[src/rtl/trace_win_pkg.sv]
package trace_win_pkg;
  localparam int REG_IDX_W = 3;
  localparam logic [REG_IDX_W-1:0] IDX_LOWER = 3'd0;
  localparam logic [REG_IDX_W-1:0] IDX_UPPER = 3'd1;
  localparam logic [REG_IDX_W-1:0] IDX_CUR   = 3'd2;
  localparam logic [REG_IDX_W-1:0] IDX_CTRL  = 3'd3;
  localparam logic [REG_IDX_W-1:0] IDX_RAW   = 3'd4;
  localparam logic [REG_IDX_W-1:0] IDX_EN    = 3'd5;
  localparam logic [REG_IDX_W-1:0] IDX_CLR   = 3'd6;
  localparam int EV_N    = 2;
  localparam int EV_OVF  = 0;
  localparam int EV_FULL = 1;

  typedef struct packed {
    logic wrLower;
    logic wrUpper;
    logic reload;
    logic advance;
    logic wrapToLower;
  } winCmd_t;
endpackage

[src/rtl/trace_win_path.sv]
module trace_win_path
  import trace_win_pkg::*;
#(
  parameter int ADDR_W = 32,
  parameter int STRIDE = 4
) (
  input  logic              clk,
  input  logic              rstN,
  input  winCmd_t           cmd,
  input  logic [ADDR_W-1:0] wrData,
  output logic [ADDR_W-1:0] lowerQ,
  output logic [ADDR_W-1:0] upperQ,
  output logic [ADDR_W-1:0] curQ,
  output logic              atUpper
);
  localparam logic [ADDR_W-1:0] STEP = ADDR_W'(STRIDE);

  assign atUpper = (curQ >= upperQ);

  always_ff @(posedge clk) begin
    if (!rstN) begin
      lowerQ <= '0;
      upperQ <= '1;
      curQ   <= '0;
    end else begin
      if (cmd.wrLower) lowerQ <= wrData;
      if (cmd.wrUpper) upperQ <= wrData;
      if (cmd.reload || cmd.wrapToLower) curQ <= lowerQ;
      else if (cmd.advance)              curQ <= curQ + STEP;
    end
  end

  assert_step_R2: assert property (@(posedge clk) disable iff (!rstN)
    (cmd.advance && !cmd.reload) |=> (curQ == $past(curQ) + STEP));

  assert_wrap_R3: assert property (@(posedge clk) disable iff (!rstN)
    (cmd.wrapToLower && !cmd.reload) |=> (curQ == $past(lowerQ)));

  assert_reload_R9: assert property (@(posedge clk) disable iff (!rstN)
    cmd.reload |=> (curQ == $past(lowerQ)));
endmodule

[src/rtl/trace_win_ctrl.sv]
module trace_win_ctrl
  import trace_win_pkg::*;
#(
  parameter int ADDR_W = 32
) (
  input  logic                 clk,
  input  logic                 rstN,
  input  logic                 regWe,
  input  logic [REG_IDX_W-1:0] regIdx,
  input  logic [ADDR_W-1:0]    regWdata,
  output logic [ADDR_W-1:0]    regRdata,
  input  logic                 wordStrobe,
  input  logic                 fifoOverflow,
  input  logic                 atUpper,
  input  logic [ADDR_W-1:0]    lowerQ,
  input  logic [ADDR_W-1:0]    upperQ,
  input  logic [ADDR_W-1:0]    curQ,
  output winCmd_t              cmd,
  output logic                 memWrValid,
  output logic                 irq
);
  logic            wrapModeQ;
  logic            stoppedQ;
  logic [EV_N-1:0] enQ;
  logic [EV_N-1:0] rawQ;
  logic [EV_N-1:0] setVec;
  logic [EV_N-1:0] clrVec;
  logic            wrCtrl;
  logic            wrClr;
  logic            reloadReq;
  logic            accept;

  assign wrCtrl    = regWe && (regIdx == IDX_CTRL);
  assign wrClr     = regWe && (regIdx == IDX_CLR);
  assign reloadReq = wrCtrl && regWdata[0];
  assign accept    = wordStrobe && !stoppedQ;
  assign memWrValid = accept;

  always_comb begin
    cmd             = '0;
    cmd.wrLower     = regWe && (regIdx == IDX_LOWER);
    cmd.wrUpper     = regWe && (regIdx == IDX_UPPER);
    cmd.reload      = reloadReq;
    cmd.advance     = accept && !atUpper;
    cmd.wrapToLower = accept && atUpper && wrapModeQ;
  end

  always_comb begin
    setVec          = '0;
    setVec[EV_OVF]  = fifoOverflow || (wordStrobe && stoppedQ);
    setVec[EV_FULL] = accept && atUpper;
    clrVec          = wrClr ? regWdata[EV_N-1:0] : '0;
  end

  always_ff @(posedge clk) begin
    if (!rstN) begin
      wrapModeQ <= 1'b1;
      stoppedQ  <= 1'b0;
      enQ       <= '0;
      rawQ      <= '0;
    end else begin
      if (wrCtrl) wrapModeQ <= regWdata[1];
      if (regWe && (regIdx == IDX_EN)) enQ <= regWdata[EV_N-1:0];
      if (reloadReq)                              stoppedQ <= 1'b0;
      else if (accept && atUpper && !wrapModeQ)   stoppedQ <= 1'b1;
      rawQ <= (rawQ & ~clrVec) | setVec;
    end
  end

  assign irq = |(rawQ & enQ);

  always_comb begin
    unique case (regIdx)
      IDX_LOWER: regRdata = lowerQ;
      IDX_UPPER: regRdata = upperQ;
      IDX_CUR:   regRdata = curQ;
      IDX_CTRL:  regRdata = ADDR_W'({wrapModeQ, 1'b0});
      IDX_RAW:   regRdata = ADDR_W'(rawQ);
      IDX_EN:    regRdata = ADDR_W'(enQ);
      default:   regRdata = '0;
    endcase
  end

  assert_stop_blocks_R4: assert property (@(posedge clk) disable iff (!rstN)
    (memWrValid && atUpper && !wrapModeQ && !reloadReq) |=> !memWrValid);

  assert_drop_flags_R5: assert property (@(posedge clk) disable iff (!rstN)
    (wordStrobe && !memWrValid) |=> rawQ[EV_OVF]);

  assert_full_sticky_R6: assert property (@(posedge clk) disable iff (!rstN)
    (rawQ[EV_FULL] && !(wrClr && regWdata[EV_FULL])) |=> rawQ[EV_FULL]);

  assert_set_wins_R7: assert property (@(posedge clk) disable iff (!rstN)
    fifoOverflow |=> rawQ[EV_OVF]);
endmodule

[src/rtl/trace_win_addr.sv]
module trace_win_addr
  import trace_win_pkg::*;
#(
  parameter int ADDR_W = 32,
  parameter int STRIDE = 4
) (
  input  logic                 clk,
  input  logic                 rstN,
  input  logic                 regWe,
  input  logic [REG_IDX_W-1:0] regIdx,
  input  logic [ADDR_W-1:0]    regWdata,
  output logic [ADDR_W-1:0]    regRdata,
  input  logic                 wordStrobe,
  input  logic                 fifoOverflow,
  output logic                 memWrValid,
  output logic [ADDR_W-1:0]    memAddr,
  output logic                 irq
);
  winCmd_t           cmd;
  logic [ADDR_W-1:0] lowerQ;
  logic [ADDR_W-1:0] upperQ;
  logic [ADDR_W-1:0] curQ;
  logic              atUpper;

  trace_win_ctrl #(.ADDR_W(ADDR_W)) uCtrl (
    .clk(clk), .rstN(rstN), .regWe(regWe), .regIdx(regIdx),
    .regWdata(regWdata), .regRdata(regRdata), .wordStrobe(wordStrobe),
    .fifoOverflow(fifoOverflow), .atUpper(atUpper), .lowerQ(lowerQ),
    .upperQ(upperQ), .curQ(curQ), .cmd(cmd), .memWrValid(memWrValid),
    .irq(irq)
  );

  trace_win_path #(.ADDR_W(ADDR_W), .STRIDE(STRIDE)) uPath (
    .clk(clk), .rstN(rstN), .cmd(cmd), .wrData(regWdata),
    .lowerQ(lowerQ), .upperQ(upperQ), .curQ(curQ), .atUpper(atUpper)
  );

  assign memAddr = curQ;
endmodule

[config.mk]
export PLATFORM = sky130hd
export DESIGN_NAME = trace_win_addr
export DESIGN_NICKNAME = d
export VERILOG_FILES = /design/src/rtl/trace_win_pkg.sv /design/src/rtl/trace_win_path.sv /design/src/rtl/trace_win_ctrl.sv /design/src/rtl/trace_win_addr.sv
export SDC_FILE = /design/constraint.sdc
export NUM_CORES = 1
export LEC_CHECK = 0
export BUFFER_PORTS_ARGS = -buffer_cell sky130_fd_sc_hd__buf_4
export CAP_MARGIN = 5
export CORE_MARGIN = 2
export CORE_UTILIZATION = 40
export CTS_CLUSTER_SIZE = 28
export DETAILED_ROUTE_END_ITERATION = 7
export SLEW_MARGIN = 20
export SYNTH_ARGS = -nofsm -noshare
export SYNTH_HDL_FRONTEND = slang
export SYNTH_HIERARCHICAL = 1
export SYNTH_SLANG_ARGS = --single-unit
[constraint.sdc]
create_clock -name clk -period 3.1 [get_ports clk]
set_input_delay 0.62 -clock clk [delete_from_list [all_inputs] [get_ports clk]]
set_output_delay 0.62 -clock clk [all_outputs]
set_load 0.01 [all_outputs]
# After elaboration in Yosys (flattened, before gate mapping)
# Index checks and enable logic that the tools add are counted.
dict set report op_classes {
  bitwise_logic 5
  n_mux 4
  n_lt_le_gt_ge 1
  addsub 1
  reduce_logical 21
  eq_ne 6
}
# operator count
set op_table {}
lappend op_table {{$pmux 32 s6} 1}
lappend op_table {{$mux 32} 2}
lappend op_table {{$add 32x3->32 const B} 1}
lappend op_table {{$ge 32x32->1} 1}
lappend op_table {{$logic_and 1x1->1} 12}
lappend op_table {{$eq 3x3->1 const B} 3}
lappend op_table {{$eq 3x2->1 const B} 2}
lappend op_table {{$and 2x2->2} 2}
lappend op_table {{$reduce_or 2->1} 2}
lappend op_table {{$eq 3x1->1 const B} 1}
lappend op_table {{$logic_not 1->1} 3}
lappend op_table {{$logic_not 3->1} 1}
lappend op_table {{$logic_or 1x1->1} 2}
lappend op_table {{$mux 2} 1}
lappend op_table {{$not 2->2} 1}
lappend op_table {{$or 2x2->2} 1}
lappend op_table {{$reduce_bool 2->1} 1}
lappend op_table {{$not 1->1} 1}
dict set report totals {
  wordCells 45
  out_inout_bits 66
  in_bits 40
  ff_bits 102
}

# Longest topological paths before layout
dict set report depth {
  depth_word 6
  depth_mapped 13
  mapped_depth_nobuf 13
}

# Cells and area by module
# The synthesis kept the hierarchy.
# mod cells_each seq_area_each_um2 area_per_inst_um2 n_inst
set by_module_without_submodules {}
lappend by_module_without_submodules {trace_win_path 515 1921.8 4571.9 1}
lappend by_module_without_submodules {trace_win_ctrl 181 120.1 1316.3 1}

# Worst setup path after synthesis
# OpenSTA, ideal clock, no wires.
dict set report synth_path {
  path_type {flip-flop to flip-flop}
  start {register uPath.curQ[2]}
  end {register uPath.curQ[21]}
  setup_time_ns 0.091
  arrival_ns 3.108
  path_stages_with_launch 12
  path_buffers 0
  path_slack_ns -0.099
  path_cell_list {dfxtp_1 -> ha_1 -> a211oi_1 -> o21ai_0 -> a211oi_1 -> o21ai_0 -> a41o_1 -> nor2b_1 -> nand4_4 -> or3_4 -> or3_1 -> a311oi_1}
}
# element line_no
set synth_rtl {}
lappend synth_rtl {{start, declared} trace_win_path.sv:13} ;# output logic [ADDR_W-1:0] curQ,
lappend synth_rtl {{start signal, assigned} trace_win_path.sv:28} ;# if (cmd.reload || cmd.wrapToLower) curQ <= lowerQ;
lappend synth_rtl {{start signal, assigned} trace_win_path.sv:29} ;# else if (cmd.advance) curQ <= curQ + STEP;

==> reports/metrics.yaml <==
run_status:
  run_status: "finished clean"
drt:
  wl_per_cell_um: 17.69
  firstDrtPassIters: 4
  drt_iter0_drc: 370
  wirelength_um: 17730
  route.detailed.drc: 0
  drt-vias-per-instance: 5.510
  ant_nets: 0
  vias: 5521
die:
  start_util: 0.4067
  die_h_um: 125.3
  die-area_um2: 15710
  fp.dieW_um: 125.3
  pin_count: 106
  num_rows: 44
  fp.coreArea_um2: 14480
timing:
  worstMarginPinSlew_ns: 0.9800
  slew-limit-headroom: 0.3457
  setup_viol: 0
  maxSlewViolCount: 0
  final_hold_viol_count: 0
  skew_ns: 0.009124
  min_period_ns: 3.000
  holdWs_ns: 0.4905
  fmax_ghz: 0.3333
  rsz0062_at_grt: "false"
  fin_crit_sh: 0.9678
global_route:
  grt_pass1_wl_um: 28180
  globalRouteTotalUtil: 0.2235
  grt_max_degree: 58
  grt_pass1_vias: 5511
  antenna_found_initial: 0
  grt_overflow: 0
finish:
  final_cell_mix: "buf_4, dfxtp_1, nand2_1, mux2i_1"
  nets: 887
  fillers: 1352
  fin_cells: 1002
  syn_to_final_growth_pct: 28.35
  drive_above_1_share: 0.2518
  num_antenna_cells: 0
  layout_commonest_cell: "buf_4"
  postLayoutCoreUtil: 0.5220
hold_path:
  holdCritStartpoint: "regWdata[24]"
  holdPathEnd: "uPath/upperQ[24]"
  hold_path_depth: 3
  hold_path.class: "primary input to register"
power_and_ir_drop:
  power_leakage_uw: 0.003427
  peakVddDrop_uv: 347.4
  powerDensity_nw_per_um2: 406.8
logic_synthesis:
  synth_ff_type: "dfxtp_1"
  synth_cell_type_count: 56
  syn-num-nets: 769
  ys_seq_elements: 102
  synth_edf_count: 0
  seq_area_frac_synth: 0.3468
  netlist_instances: 696
  postSynthAreaPerCell_um2: 8.460
  syn_area_um2: 5888
  ys_async_sr_fraction: 0
  yosys_warnings: 6
worst_setup_path:
  crit_required_ns: 3.36
  cp.arrival_ns: 3.26
  reg2reg_setup_slack_ns: 0.1
  crit_type: "register to register"
  cp-start-kind: "register"
  endpoint_kind: "register"
  r2r_start: "uPath/upperQ[5]"
  cp_max_fo: 6
  reg2reg_depth: 12
  r2r_end: "uPath/curQ[21]"
cts:
  root_buffer: "clkbuf_16"
  cts_buffer_depth: 2
  h-tree-depth: 3
  cts_buffers: 9
  clkLatencyLatePin_ns: 0.36
  path_clk_slew_ns: 0.07
  cts_tree: "built"
  clkSinkCount: 102
run:
  cap_violations: 0
place:
  post-dp-hpwl_um: 12080
  place.gp.congestion: 0.8511
  dp_cells: 985
  portBuffers: 105
metrics by stage:
step                power [uW]  worst slack [ns]  cell area, um^2  TNS, ns
floorplan                 1613           0.02996             5891        0
global placement          1784           0.05764             7051        0
detailed placement        1788          -0.09854             7051  -0.3043
CTS                       3092           0.03353             7406        0
global route              3202          0.001951             7557        0
finish                    3075           0.09967             7557        0
flip-flops by register name (all words and copies together) (netlist names):
name / flops
uCtrl/enQ: 2
uCtrl/rawQ: 2
uCtrl/stoppedQ: 1
uCtrl/wrapModeQ: 1
uPath/curQ: 32
uPath/lowerQ: 32
uPath/upperQ: 32
cell usage after synthesis, drive strengths merged, types with 2 or more instances:
cell	count	area (um^2)
nand3	10	55.05
nand4	13	108.9
xnor2	11	96.34
clkbuf	26	97.59
and3	7	45.05
and2	2	12.51
or3	6	43.79
and4	4	35.03
nor4	4	31.28
a211oi	14	105.1
nor3	6	35.03
a41o	2	20.02
inv	34	127.6
a21oi	57	300.3
o211ai	31	232.7
nor2b	6	45.04
and3b	2	17.52
ha	33	412.9
a21o	3	22.52
a31oi	3	18.77
buf	19	138.9
a311oi	2	17.52
nand2	82	307.8
xor2	13	113.9
or2	30	187.7
o21ai	35	175.2
dfxtp	102	2042
o21a	3	22.52
mux2i	71	710.7
and4b	2	23.77
nor2	53	198.9
cells by family after synthesis:
family | Yosys count | share of synthesized area
fa+ha+maj | 33 | 0.07012
simple gates | 231 | 0.2004
flops | 102 | 0.3468
compound gates | 155 | 0.1626
mux | 72 | 0.1226
buf+inv | 79 | 0.06184
xor+xnor | 24 | 0.03570
per-layer routing:
| layer | up-vias | GRT usage | wire length, um |
|---|---|---|---|
| met5 | - | 0 | 0 |
| met4 | 0 | 0.06471 | 272 |
| met3 | 20 | 0.04536 | 732 |
| met2 | 144 | 0.3792 | 8541 |
| met1 | 2677 | 0.2885 | 8181 |
| li1 | 2680 | - | - |
how the worst max path moves through the flow:
stage,from,slack [ns],to,cells after the start
2_1_floorplan,uPath/curQ[2],0.03,uPath/curQ[21],11
5_1_grt,uPath/upperQ[15],0.002,uPath/curQ[21],12
6_report,uPath/upperQ[5],0.1,uPath/curQ[21],12
3_5_place_dp,uPath/upperQ[2],-0.1,uPath/curQ[30],13
3_3_place_gp,uPath/upperQ[2],0.06,uPath/curQ[30],13
4_1_cts,uPath/upperQ[5],0.03,uPath/curQ[30],13
layout make-up:
class	count	area, um^2	share of cell area
inverter	34	127.6	0.01689
sequential	102	2044	0.2705
tap	184	230.2	0.03046
multi-input combinational	515	3651	0.4831
timing repair buffer	152	1166	0.1543
clock buffer	11	242.7	0.03212
clock inverter	4	95.09	0.01258
where the power goes:
part	switching (uW)	internal, uW
Clock	499	806
Sequential	22.5	1350
Combinational	225	176
Total	746	2330
worst max-delay path: stages (launching register included):
cell and delay (ns):
dfxtp_1 0.34, inv_1 0.09, ha_4 0.25, a211oi_2 0.21
nor2_1 0.10, a211oi_2 0.27, o21ai_1 0.10, a41o_1 0.28
nor2b_4 0.18, nand4_4 0.11, or3_4 0.43, or3_1 0.32
a311oi_1 0.22
what timing repair did:
item,in CTS,in global routing
hold buffers,0,0
setup buffers,1,1
resized for setup,2,25
pin swaps,1,15
setup endpoints to repair,7,28
Note: power is estimated with default switching activity, not from simulation.
